$ cat src/rtl/tx_cond_pkg.sv
package tx_cond_pkg;

    localparam logic [31:0] PRIM_ALIGN = 32'h7B4A4ABC;
    localparam logic [31:0] PRIM_CONT  = 32'h9999AA7C;
    localparam logic [31:0] PRIM_SYNC  = 32'hB5B5957C;
    localparam logic [31:0] PRIM_RRDY  = 32'h4A4A957C;
    localparam logic [31:0] PRIM_RIP   = 32'h5555B57C;
    localparam logic [31:0] PRIM_ROK   = 32'h3535B57C;
    localparam logic [31:0] PRIM_RERR  = 32'h5656B57C;
    localparam logic [31:0] PRIM_XRDY  = 32'h5757B57C;
    localparam logic [31:0] PRIM_WTRM  = 32'h5858B57C;
    localparam logic [31:0] PRIM_HOLD  = 32'hD5D5AA7C;
    localparam logic [31:0] PRIM_HOLDA = 32'h9595AA7C;

    localparam logic [15:0] FILL_SEED = 16'hFFFF;
    localparam logic [15:0] FILL_TAPS = 16'h8805;
    localparam logic [2:0]  RUN_SAT   = 3'd4;

    typedef struct packed {
        logic [31:0] dw;
        logic        prim;
    } word_t;

    typedef enum logic [1:0] {
        SEL_PASS = 2'd0,
        SEL_CONT = 2'd1,
        SEL_FILL = 2'd2
    } sel_e;

    function automatic logic is_repeatable(input word_t w);
        return w.prim && (w.dw inside {PRIM_SYNC, PRIM_RRDY, PRIM_RIP, PRIM_ROK,
                                       PRIM_RERR, PRIM_XRDY, PRIM_WTRM,
                                       PRIM_HOLD, PRIM_HOLDA});
    endfunction

    function automatic logic [15:0] fill_next(input logic [15:0] s);
        logic [15:0] t;
        t = s;
        for (int i = 0; i < 32; i++) begin
            t = t[0] ? ((t >> 1) ^ FILL_TAPS) : (t >> 1);
        end
        return t;
    endfunction

    function automatic logic [31:0] fill_bits(input logic [15:0] s);
        logic [15:0] t;
        logic [31:0] r;
        t = s;
        for (int i = 0; i < 32; i++) begin
            r[i] = t[0];
            t = t[0] ? ((t >> 1) ^ FILL_TAPS) : (t >> 1);
        end
        return r;
    endfunction

endpackage

$ cat src/rtl/tx_align_pacer.sv
module tx_align_pacer #(
    parameter int PERIOD = 128
) (
    input  logic clk,
    input  logic rst,
    output logic slot
);
    localparam int CW = $clog2(PERIOD);
    localparam logic [CW-1:0] LAST = CW'(PERIOD - 1);

    logic [CW-1:0] pos;

    always_ff @(posedge clk) begin
        if (rst) begin
            pos <= '0;
        end else if (pos == LAST) begin
            pos <= '0;
        end else begin
            pos <= pos + 1'b1;
        end
    end

    // Two consecutive positions at the start of each period carry ALIGN
    assign slot = (pos < CW'(2));

endmodule

$ cat src/rtl/tx_filler_lfsr.sv
module tx_filler_lfsr
    import tx_cond_pkg::*;
(
    input  logic        clk,
    input  logic        rst,
    output logic [31:0] filler
);
    logic [15:0] state;

    always_ff @(posedge clk) begin
        if (rst) begin
            state <= FILL_SEED;
        end else begin
            state <= fill_next(state);
        end
    end

    assign filler = fill_bits(state);

endmodule

$ cat src/rtl/tx_run_tracker.sv
module tx_run_tracker
    import tx_cond_pkg::*;
(
    input  logic  clk,
    input  logic  rst,
    input  logic  advance,
    input  logic  en,
    input  word_t cur,
    input  word_t nxt,
    output sel_e  sel
);
    word_t      last_q;
    logic       last_ok;
    logic [2:0] cnt_q;

    logic       cur_rep;
    logic       cont_run;
    logic       is_final;
    logic [2:0] occ;

    always_comb begin
        cur_rep  = en && is_repeatable(cur);
        cont_run = cur_rep && last_ok && (last_q == cur);
        if (!cont_run) begin
            occ = 3'd1;
        end else if (cnt_q >= RUN_SAT) begin
            occ = RUN_SAT;
        end else begin
            occ = cnt_q + 3'd1;
        end
        is_final = (nxt != cur);

        sel = SEL_PASS;
        if (cur_rep && !is_final) begin
            if (occ == 3'd3) begin
                sel = SEL_CONT;
            end else if (occ >= RUN_SAT) begin
                sel = SEL_FILL;
            end
        end
    end

    // Only emitted upstream dwords move the run state; ALIGN cycles leave it untouched
    always_ff @(posedge clk) begin
        if (rst) begin
            last_q  <= '0;
            last_ok <= 1'b0;
            cnt_q   <= '0;
        end else if (advance) begin
            last_q  <= cur;
            last_ok <= cur_rep;
            cnt_q   <= cur_rep ? occ : 3'd0;
        end
    end

endmodule

$ cat src/rtl/tx_prim_conditioner.sv
module tx_prim_conditioner
    import tx_cond_pkg::*;
#(
    parameter int ALIGN_PERIOD = 128
) (
    input  logic        clk,
    input  logic        rst,
    input  logic        suppress_en,
    input  logic        in_valid,
    output logic        in_ready,
    input  logic [31:0] in_dword,
    input  logic        in_is_prim,
    output logic [31:0] out_dword,
    output logic        out_k
);
    word_t       hold_q;
    word_t       nxt;
    logic        hold_v;
    logic        align_slot;
    logic        emit;
    logic [31:0] filler;
    sel_e        sel;

    assign nxt = '{dw: in_dword, prim: in_is_prim};

    tx_align_pacer #(.PERIOD(ALIGN_PERIOD)) u_pacer (
        .clk  (clk),
        .rst  (rst),
        .slot (align_slot)
    );

    tx_filler_lfsr u_filler (
        .clk    (clk),
        .rst    (rst),
        .filler (filler)
    );

    tx_run_tracker u_runs (
        .clk     (clk),
        .rst     (rst),
        .advance (emit),
        .en      (suppress_en),
        .cur     (hold_q),
        .nxt     (nxt),
        .sel     (sel)
    );

    // The held dword leaves only when its successor is visible (lookahead)
    assign emit     = hold_v && in_valid && !align_slot;
    assign in_ready = emit || !hold_v;

    always_ff @(posedge clk) begin
        if (rst) begin
            hold_q <= '0;
            hold_v <= 1'b0;
        end else if (in_ready && in_valid) begin
            hold_q <= nxt;
            hold_v <= 1'b1;
        end
    end

    always_comb begin
        if (!emit) begin
            out_dword = PRIM_ALIGN;
            out_k     = 1'b1;
        end else begin
            unique case (sel)
                SEL_CONT: begin
                    out_dword = PRIM_CONT;
                    out_k     = 1'b1;
                end
                SEL_FILL: begin
                    out_dword = filler;
                    out_k     = 1'b0;
                end
                default: begin
                    out_dword = hold_q.dw;
                    out_k     = hold_q.prim;
                end
            endcase
        end
    end

endmodule

$ cat config.mk
export PLATFORM = sky130hd
export DESIGN_NAME = tx_prim_conditioner
export DESIGN_NICKNAME = d
export VERILOG_FILES = /design/src/rtl/tx_cond_pkg.sv /design/src/rtl/tx_align_pacer.sv /design/src/rtl/tx_filler_lfsr.sv /design/src/rtl/tx_run_tracker.sv /design/src/rtl/tx_prim_conditioner.sv
export SDC_FILE = /design/constraint.sdc
export NUM_CORES = 1
export LEC_CHECK = 0
export ABC_AREA = 1
export CAP_MARGIN = 20
export CORE_UTILIZATION = 35
export DETAILED_ROUTE_END_ITERATION = 7
export DONT_BUFFER_PORTS = 1
export GPL_TIMING_DRIVEN = 0
export PLACE_DENSITY = 0.59
export SYNTH_ARGS = -nofsm -noshare
export SYNTH_HDL_FRONTEND = slang
export SYNTH_SLANG_ARGS = --single-unit
$ cat constraint.sdc
create_clock -name clk -period 6.9 [get_ports clk]
set_clock_uncertainty 0.15 [all_clocks]
set_input_delay 0.345 -clock clk [delete_from_list [all_inputs] [get_ports clk]]
set_output_delay 0.345 -clock clk [all_outputs]
set_load 0.05 [all_outputs]
# == Word-level counts from Yosys, hierarchy flattened ==
# Index checks and enable logic that the tools add are counted.
# op_classes
add_sub_neg,2
magnitude_cmp,3
n_eq_ne,15
mux,42
bitwise,32
reduce_logical,14
# ops
cell,n
$mux W16,32
$eq A32 B31 Y1 const B,5
$not A3 Y4,32
$eq A32 B32 Y1 const B,3
$pmux W32 S2,1
$eq A33 B33 Y1,1
$ne A33 B33 Y1,1
$eq A32 B30 Y1 const B,1
$mux W32,1
$mux W3,3
$reduce_bool A9 Y1,1
$logic_and A1 B1 Y1,8
$add A7 B1 Y7 const B,1
$eq A7 B7 Y1 const B,1
$lt A7 B2 Y1 const B,1
$ge A3 B3 Y1 const B,2
$mux W2,3
$add A3 B1 Y3 const B,1
$eq A3 B2 Y1 const B,1
$logic_not A1 Y1,3
$eq A2 B1 Y1 const B,1
$eq A2 B2 Y1 const B,1
$pmux W1 S2,1
$reduce_or A2 Y1,1
other kinds (2),2
# word_totals
register_bits,94
in_bits,37
out_inout_bits,34
word_cells,117

# == Depth between registers and ports, before layout ==
# Gate-level depths: netlist of run 1.
# depth
word_depth,64
depth_mapped,53
depth_no_buf,52

# == By module ==
# Synthesis of run 1 repeated with hierarchy kept, for this count alone.
# unflattened
cells_unflattened,1334
hier_area_um2,8169.1
# by_module_without_submodules
module,instances,cells_per_inst,area_per_inst_um2,seq_area_each_um2
tx_run_tracker,1,562,3139.3,740.7
tx_filler_lfsr,1,390,2737.6,320.3
tx_prim_conditioner,1,342,1961.9,680.7
tx_align_pacer,1,40,330.3,140.1

# == Least setup slack after synthesis of run 1 ==
# Ideal clock, no wire load.
# synth_path
kind,register -> output
startpoint,register u_filler.state[0]
endpoint,output port out_dword[31]
arrival_ns,4.832
required_time_ns,6.405
path_slack_ns,1.573
path_stages_with_launch,45
n_path_buf,1
cell_sequence,dfxtp_1 -> buf_6 -> inv_6 -> nand2_2 -> nand2_2 -> nand2_1 -> nand2_4 -> nand3_2 -> nand2_2 -> nand2_2 -> nand3b_4 -> nand3_2 -> nand3_4 -> nand3_2 -> nand2_4 -> nand2_4 -> nand3_4 -> nand2_4 -> [... 9 more ...] -> nand2_2 -> nand2_4 -> nand2_4 -> nand2_2 -> nand2_2 -> nand2_2 -> nand3_2 -> nand3_1 -> nand3_2 -> nand2_4 -> nand2_2 -> nand2_4 -> inv_2 -> nand3_2 -> nand3_2 -> nand3_2 -> nand3_2 -> a21oi_2
# synth_between
elab_chain_len,43
word_cells_on_any_way,62
classes_between,mux: 33; bitwise: 29
# synth_lines
item,line_no,source
from (decl),tx_filler_lfsr.sv:8,logic [15:0] state;
from (signal assigned),tx_filler_lfsr.sv:14,state <= fill_next(state);
$mux W16 * (3 in series),tx_cond_pkg.sv:51,t = t[0] ? ((t >> 1) ^ FILL_TAPS) : (t >> 1);
$not A3 Y4 (no line) / $mux W16 (equally long branches),n/a,
$mux W16 * (3 in series),tx_cond_pkg.sv:51,
$not A3 Y4 (no line) / $mux W16 (equally long branches),n/a,
$mux W16 * (3 in series),tx_cond_pkg.sv:51,
$not A3 Y4 (no line) / $mux W16 (equally long branches),n/a,
$mux W16 * (3 in series),tx_cond_pkg.sv:51,
$not A3 Y4 (no line) / $mux W16 (equally long branches),n/a,
[... 15 more ...],n/a,
$not A3 Y4 (no line) / $mux W16 (equally long branches),n/a,
$mux W16 * (3 in series),tx_cond_pkg.sv:51,
$not A3 Y4 (no line) / $mux W16 (equally long branches),n/a,
$mux W16 * (3 in series),tx_cond_pkg.sv:51,
$not A3 Y4 (no line) / $mux W16 (equally long branches),n/a,
$mux W16 *,tx_cond_pkg.sv:51,
$pmux W32 S2 *,tx_prim_conditioner.sv:67,unique case (sel)
$mux W32 *,tx_prim_conditioner.sv:63,if (!emit) begin
to (decl),tx_prim_conditioner.sv:13,"output logic [31:0] out_dword,"
# Every way passes the cells marked *; elsewhere a longest branch is shown, timed or not.

# == Worst setup path in the final report of run 1 ==
# Same ends and word-level chain as after synthesis.

==> results by group, run 1 <==
Status
  • Run status: completed

Route
  • DRT Wirelength: around 22 mm
  • Antenna violation net count after detailed routing: 0
  • Drt drc: 0
  • Vias per Instance: 5.31
  • Vias: approximately 6.7k
  • Wire length per cell: ~18 µm
  • TritonRoute pass-1 iters: 7
  • Initial DRC Count: 600

Floorplanning
  • Die Width: 143 µm
  • Ports: 71
  • Core footprint: 19500 µm²
  • Die area: 20500 µm²
  • Die Y: 143 µm
  • Initial Util: 0.357
  • Row count: 51

Yosys
  • Main flop type after synthesis: dfxtp_1
  • Netlist cell types: 46
  • Top cell type's share of synthesized area: 0.270
  • Adder-Cell Fraction of Synth Area: 0.00897
  • Mapped Cells: 956
  • Post-synthesis compound-gate area fraction: 0.166
  • Synth Register Bits: 94
  • Share of synthesized area spent on multiplexers: 0
  • Post-Syn Nets: 998
  • Ys async rst share: 0
  • Synth Area in Simple Gates: 0.394
  • Yosys top cell by area: dfxtp_1
  • Syn Area/Cell: 7.30 µm²
  • Number of synthesized flops with an enable pin: 0
  • Synthesized area: 6980 µm²
  • Xor and xnor area share after synthesis: 0.0789
  • Top post-synthesis cells by area: dfxtp_1, nand2_1, nand3_1
  • Largest family of logic cells by synthesized area: simple AND/OR/NAND/NOR gates
  • Synth warn: 0
  • Register area share after synthesis: 0.270

Setup path
  • CP startpoint kind: flip-flop
  • Crit-path max cell delay: 420 ps
  • CP max stage cell: a21oi_4
  • Critical Path AT: 5950 ps
  • Flop2flop setup slack: 1260 ps
  • Most used cell, CP: nand2_4
  • CP endpoint kind: primary output
  • Crit Path Max Fanout: 7
  • CP Class: flip-flop to primary output
  • CP required: between 6000 and 7000 ps

Finish
  • Nets: 1035
  • Non-filler cells in the finished layout: 1263
  • Area grow syn2layout: 13.5%
  • FILL cells: about 2.1k
  • Number of antenna repair diodes: 0
  • Share of cells above drive strength 1: 0.217
  • Area of the multi-input gates: 4610 µm²
  • Finished Core Util: 0.405
  • Most common cell after layout, fill and taps aside: nand2_1
  • Commonest cells after routing, fill and taps aside: nand2_1, dfxtp_1, nand3_1
  • Register area: 1880 µm²

Timing
  • Final worst-path setup slack: 452 ps
  • Final Max Slew Viols: 0
  • Hold Violations, Final: 0
  • FMAX: about 0.16 GHz
  • Final period utilization: 0.934
  • Worst Tran Pin Value: around 1200 ps
  • Setup TNS: 0 ps
  • Slew margin rel.: 0.193
  • Min cycle time layout: 6450 ps
  • Setup violations, final: 0

Place
  • Placed Cells: approximately 1.2k
  • Post-Place Setup Slack: 612 ps
  • GPL Wtd Cong: about 0.86
  • I/O Buffers: 0
  • Dpl hpwl: ~18 mm

Clock network
  • CTS sink cnt: 94
  • Clk Latency, worst-skew pair: 350 ps
  • CTS root buf: clkbuf_16
  • CTS Buf Count: 9
  • H-tree lvl count: 3
  • CTS Buffer Depth: 2
  • Worst-path clk slew: around 70 ps
  • CTS tree: built

GRT
  • Vias in the first global route: approximately 6k
  • GRT overflow: 0
  • GRT Overall Usage: 0.223
  • Largest net degree at the start of global routing: 16
  • Initial antenna violation count: 0
  • Global-route wire length before repair: approximately 34 mm

Job
  • Max Cap Viol: 0

Worst hold path
  • Worst Hold Class: input port to flip-flop
area by class of cell:
type                    count  share of cell area
plain buffers              35              0.0205
clock buffers              11              0.0294
clock inverters             5              0.0104
inverters                 109              0.0526
multi-input cells         718               0.582
flip-flops and latches     94               0.238
well taps                 265              0.0419
repair buffers             26              0.0253
synthesized netlist by cell type, drive strengths merged, types with 5 or more instances:
cell	n
nand3	133
or2	6
dfxtp	94
nor2	22
o21ai	69
nor3	12
o2111ai	5
inv	108
nor4	13
o22ai	11
xnor2	20
a21oi	88
buf	7
ha	5
xor2	42
clkbuf	28
o221ai	15
nand2	239
nand4	10
nand3b	8
kinds of logic after synthesis:
family | count (synthesis)
AO/OA/AOI/OAI | 203
adder cells (fa/ha/maj) | 5
buffers and inverters | 144
XOR/XNOR | 62
AND/OR/NAND/NOR | 448
flip-flops | 94
state kept, by name, summed over array words and instances, names as in the netlist:
signal	cells
hold_q	33
u_runs.last_q	33
u_filler.state	16
u_pacer.pos	7
u_runs.cnt_q	3
hold_v	1
u_runs.last_ok	1
path summary, 6_finish.rpt:
| kind | to | startpoint | cells after the start |
|---|---|---|---|
| min | hold_q[12] | in_dword[11] | 2 |
| min reg2reg | u_pacer.pos[0] | u_pacer.pos[0] | 1 |
| max reg2reg | u_filler.state[11] | u_filler.state[0] | 50 |
| max | out_dword[31] | u_filler.state[0] | 50 |
stage by stage:
stage | cell area (µm²) | hold WS (ps)
final | 7920 | 34.0
after global routing | 7920 | 30.1
after CTS | 7760 | 30.1
after detailed placement | 7420 | 268
after global placement | 7310 | 267
after floorplan | 6980 | 264
metal layers:
| metal | GRT usage | wire length, µm | vias to the layer above |
|---|---|---|---|
| met5 | 0 | 0 | - |
| met4 | 0.0589 | 416 | 0 |
| met3 | 0.0661 | 1950 | 26 |
| met2 | 0.322 | 9490 | 225 |
| met1 | 0.317 | 10500 | 3131 |
| li1 | - | - | 3322 |
worst max-delay path: cells and delay by family, from the launching register on:
kind,cells,cell delay [ps]
and+or+nand+nor,43,4290
buffers and inverters,6,590
AOI/OAI and AO/OA,1,420
DFF,1,310
timing repair:
action / 4_1_cts / 5_1_grt
resized for setup: 0 / 14
hold buffers: 2 / 0
endpoints found under the setup margin: 0 / 1
endpoints found under the hold margin: 4 / 0
buffers inserted: 0 / 6
Power of run 1 is not shown: default switching activity piles up to over one toggle a cycle in this logic, so the estimate is an artifact.
==> inputs of run 2 (changes only) <==
CORE_MARGIN = 2   (was not set)
CTS_BUF_LIST = sky130_fd_sc_hd__clkbuf_8   (was not set)
==> run 2 against run 1 <==
Critical path depth unchanged. Routed wire length increased by 1.3%. Global-route usage down 1.1 points. Final cell count rose by 1.4%. Register-to-register slack better by 110 ps. Critical endpoint unchanged.
==> results by group, run 2 (synthesis results as in run 1) <==
Clock network
  • CTS root buf: clkbuf_8
  • CTS Buf Count: 9
  • Clk Latency, worst-skew pair: around 380 ps
  • CTS Buffer Depth: 2
  • Worst-path clk slew: around 90 ps
  • CTS sink cnt: 94
  • H-tree lvl count: 3
  • CTS tree: built

GRT
  • Met3 usage: 0.0601
  • Largest net degree at the start of global routing: 15
  • Global-route wire length before repair: 35.3 mm
  • GRT overflow: 0
  • GRT Overall Usage: 0.212
  • Initial antenna violation count: 0
  • GRT busiest layer: met2
  • Vias in the first global route: 6330
  • Met1 usage: 0.298
  • Met2 GRT Util: 0.318

Setup path
  • Crit Path Max Fanout: 7
  • CP max stage cell: a21oi_4
  • CP Class: flip-flop to primary output
  • Most used cell, CP: nand2_4
  • Crit-path max cell delay: ~420 ps
  • CP startpoint kind: flip-flop
  • Critical Path AT: 5940 ps
  • CP endpoint kind: primary output
  • CP required: between 6000 and 7000 ps

Finish
  • Area grow syn2layout: 14.9%
  • Commonest cells after routing, fill and taps aside: nand2_1, nand3_1, dfxtp_1
  • Non-filler cells in the finished layout: 1281
  • Finished Core Util: 0.411
  • Regs by FF count: hold_q x33, u_runs.last_q x33, u_filler.state x16
  • Nets: between 1k and 1.5k
  • Share of cells above drive strength 1: 0.219
  • Most common cell after layout, fill and taps aside: nand2_1
  • Number of antenna repair diodes: 0

Route
  • Vias: roughly 6.8k
  • TritonRoute pass-1 iters: 5
  • Vias per Instance: 5.30
  • Wire length per cell: 17.7 µm
  • Initial DRC Count: 584
  • Drt drc: 0
  • Antenna violation net count after detailed routing: 0
  • DRT Wirelength: 22.7 mm

Floorplanning
  • Die Y: about 150 µm
  • Ports: 71
  • Core footprint: 19500 µm²
  • Initial Util: 0.357
  • Die area: around 21000 µm²
  • Row count: 51
  • Die Width: 145 µm

Timing
  • Worst Tran Pin Value: 1250 ps
  • Setup violations, final: 0
  • Final Max Slew Viols: 0
  • Final period utilization: 0.933
  • Min cycle time layout: 6440 ps
  • Slew margin rel.: 0.183
  • FMAX: 0.155 GHz
  • Hold Violations, Final: 0

Place
  • GPL Wtd Cong: 0.884
  • Dpl hpwl: 18.1 mm
  • I/O Buffers: 0
  • Placed Cells: 1238

Job
  • Max Cap Viol: 0

Worst hold path
  • Worst Hold Class: input port to flip-flop

Status
  • Run status: completed
==> run 2: cell types whose count changed in the layout (fill, tap and decap cells not counted), sizes merged <==
cell and delta:
bufinv -1, clkinv -2, inv +1, buf +4, clkbuf +1, dlygate4sd3 +15
==> run 2: worst paths after layout <==
path	from	endpoint	slack, ps	cells after the start
hold reg to reg	u_pacer.pos[0]	u_pacer.pos[0]	300	1
setup / recovery	u_filler.state[0]	out_dword[31]	460	50
setup reg to reg	u_filler.state[0]	u_filler.state[2]	1370	47
hold / removal	in_dword[0]	hold_q[1]	10	2
==> run 2: cell type report <==
cell class | count | area, µm²
plain buffers | 35 | 163
repair buffers | 45 | 384
multi-input cells | 718 | 4630
inverters | 109 | 417
well taps | 265 | 332
flip-flops and latches | 94 | 1880
fillers | 2061 | 11500
clock buffers | 12 | 165
clock inverters | 3 | 42.5
==> run 2: worst max-delay path: cells and delay by family, from the launching register on <==
kind | cells | cell delay, ps
DFF | 1 | 320
and+or+nand+nor | 44 | 4360
AOI/OAI and AO/OA | 1 | 420
buffers and inverters | 5 | 430
==> run 2: timing repair <==
action | 4_1_cts | 5_1_grt
hold endpoints to repair | 19 | 0
setup endpoints to repair | 0 | 2
gates resized for setup | 0 | 20
buffers inserted | 0 | 9
hold buffers | 17 | 0
==> run 2: routing by layer <==
layer | part of all wire | vias up
met5 | 0 | -
met4 | 0.021 | 0
met3 | 0.079 | 33
met2 | 0.43 | 214
met1 | 0.47 | 3176
li1 | - | 3362
==> run 2: through the flow <==
stage	setup WS [ps]	area [µm²]	TNS (ps)	hold slack, ps
5_1_grt	-9.30	8020	-9.30	9.65
4_1_cts	220	7820	0	1.20
6_report	464	8020	0	11.6
3_5_place_dp	674	7440	0	268
3_3_place_gp	752	7310	0	266
2_1_floorplan	1570	6980	0	264
Power of run 2 is left out for the same reason.
==> inputs of run 3 (changes only) <==
SYNTH_HIERARCHICAL = 1   (was not set)
==> run 3 against run 2 <==
Non-clock buffer count up 14. Flip-flop and latch count did not move. Cell area up 19%. Final cell count increased by 34%. Die area increased by 17%. Area after synthesis increased by 17%. Via count rose by 23%. Register-to-register slack lost 340 ps. Maximum frequency is 1.7% lower. Sequential share of layout area is 3.7 points lower. Count of clock-buffer cells in the layout is 3 lower. Setup slack got worse by 110 ps.
==> results by group, run 3 <==
Place
  • GPL Wtd Cong: 0.941
  • Dpl hpwl: between 20 and 25 mm
  • I/O Buffers: 0

Route
  • Drt drc: 0
  • TritonRoute pass-1 iters: 6
  • Antenna violation net count after detailed routing: 0
  • Wire length per cell: 15.7 µm
  • Vias: 8379
  • Initial DRC Count: ~850
  • DRT Wirelength: 27.0 mm
  • Vias per Instance: 4.87

Clock network
  • CTS Buffer Depth: 2
  • H-tree lvl count: 3
  • CTS tree: built
  • CTS sink cnt: 94
  • CTS root buf: clkbuf_8
  • Worst-path clk slew: 90 ps
  • Clk Latency, worst-skew pair: 390 ps
  • CTS Buf Count: 9

Timing
  • Setup violations, final: 0
  • Setup TNS: 0 ps
  • Hold Violations, Final: 0
  • Final period utilization: 0.949
  • Final Max Slew Viols: 0
  • Slew margin rel.: 0.217
  • Min cycle time layout: ~6600 ps
  • Worst Tran Pin Value: 1180 ps
  • FMAX: about 0.15 GHz

Floorplanning
  • Row count: 55
  • Die Y: 157 µm
  • Die area: 24600 µm²
  • Die Width: approximately 160 µm
  • Core footprint: 22800 µm²
  • Ports: between 70 and 80
  • Initial Util: 0.359

GRT
  • Largest net degree at the start of global routing: 15
  • Initial antenna violation count: 0
  • Met2 GRT Util: 0.318
  • Met3 usage: 0.0559
  • GRT overflow: 0
  • Met1 usage: 0.324
  • GRT busiest layer: met1
  • Vias in the first global route: around 7.4k
  • GRT Overall Usage: 0.218
  • Global-route wire length before repair: 41.1 mm

Status
  • Run status: completed

Finish
  • Regs by FF count: hold_q x33, u_runs/last_q x33, u_filler/state x16
  • Commonest cells after routing, fill and taps aside: nand2_1, nor2_1, inv_1
  • Number of antenna repair diodes: 0
  • Register area: about 1900 µm²
  • Nets: 1446
  • FILL cells: between 2k and 2.5k
  • Share of cells above drive strength 1: 0.191
  • Area grow syn2layout: 16.9%
  • Area of the multi-input gates: between 5000 and 6000 µm²
  • Finished Core Util: 0.419
  • Most common cell after layout, fill and taps aside: nand2_1

Yosys
  • Synth Register Bits: 94
  • Register area share after synthesis: 0.230
  • Yosys top cell by area: dfxtp_1
  • Count leader, synth: nand2_1
  • Top post-synthesis cells by area: dfxtp_1, nand2_1, nor2_1
  • Syn Area/Cell: about 6.1 µm²
  • Ys async rst share: 0
  • Post-Syn Nets: roughly 1.4k
  • Top cell type's share of synthesized area: 0.230
  • Main flop type after synthesis: dfxtp_1
  • Synth top cells by count: nand2_1, nor2_1, inv_1
  • Mapped Cells: 1334
  • Number of synthesized flops with an enable pin: 0
  • Synth warn: 6
  • Netlist cell types: 36
  • Synthesized area: a little over 8000 µm²

Setup path
  • CP startpoint kind: flip-flop
  • Critical Path AT: 6060 ps
  • CP required: 6400 ps
  • Crit Path Max Fanout: 6
  • CP max stage cell: dfxtp_2
  • Crit-path max cell delay: approximately 390 ps
  • CP Class: flip-flop to primary output
  • CP endpoint kind: primary output
  • Most used cell, CP: nand2_4

Job
  • Max Cap Viol: 0

Worst hold path
  • Worst Hold Class: input port to flip-flop
## run 3: cell types whose count changed in the layout (fill, tap and decap cells not counted), moves of 16 or more
cell	delta
dlygate4sd3_1	+16
nor2_1	+150
a21oi_1	-33
o21ai_0	-26
inv_1	+64
nand2_1	+238
## run 3: cell families after synthesis
| kind of cell | share of synthesized area |
|---|---|
| compound gates | 0.0637 |
| xor+xnor | 0.0643 |
| fa+ha+maj | 0.00766 |
| buf+inv | 0.108 |
| flops | 0.230 |
| simple gates | 0.526 |
## run 3: worst paths after layout
check / endpoint / start / cells past startpoint / slack, ps
min reg2reg: u_pacer/pos[0] / u_pacer/pos[0] / 1 / 320
max reg2reg: u_filler/state[11] / u_filler/state[1] / 54 / 1030
max: out_dword[31] / u_filler/state[1] / 53 / 350
min: hold_q[0] / in_is_prim / 4 / 20
## run 3: routing by layer
layer,vias up,wire length [µm]
met5,-,0
met4,0,219
met3,9,2370
met2,255,11200
met1,3828,13200
li1,4287,-
## run 3: per-stage QoR
| step | instance area (µm²) | cells | hold WS, ps | setup slack [ps] |
|---|---|---|---|---|
| 6_report | 9550 | 1721 | 16.7 | 350 |
| 5_1_grt | 9550 | 1721 | 13.0 | -54.1 |
| 2_1_floorplan | 8170 | 1334 | 264 | 1120 |
| 3_5_place_dp | 8580 | 1650 | 270 | 124 |
| 3_3_place_gp | 8560 | 1647 | 268 | 171 |
| 4_1_cts | 9080 | 1698 | 2.11 | 29.3 |
## run 3: area by class of cell
class | instances | share of cell area
Buffer | 35 | 0.0214
Clock buffer | 9 | 0.0130
Clock inverter | 6 | 0.00341
Inverter | 180 | 0.0710
Multi-Input combinational cell | 1025 | 0.598
Sequential cell | 94 | 0.198
Tap cell | 313 | 0.0410
Timing Repair Buffer | 59 | 0.0550
## run 3: critical path: cells and delay by family (launching register included)
kind / cells / cell delay (ps)
flops: 1 / 390
simple gates: 46 / 4740
compound gates: 1 / 90
buf+inv: 6 / 450
## run 3: what timing repair did
action                                  in CTS  in global routing
endpoints found under the setup margin       1                  5
hold endpoints to repair                    34                  0
pin swaps                                    0                 22
gates resized for setup                      2                 58
hold buffers                                33                  0
setup buffers                                0                 23
Power of run 3 is left out for the same reason.
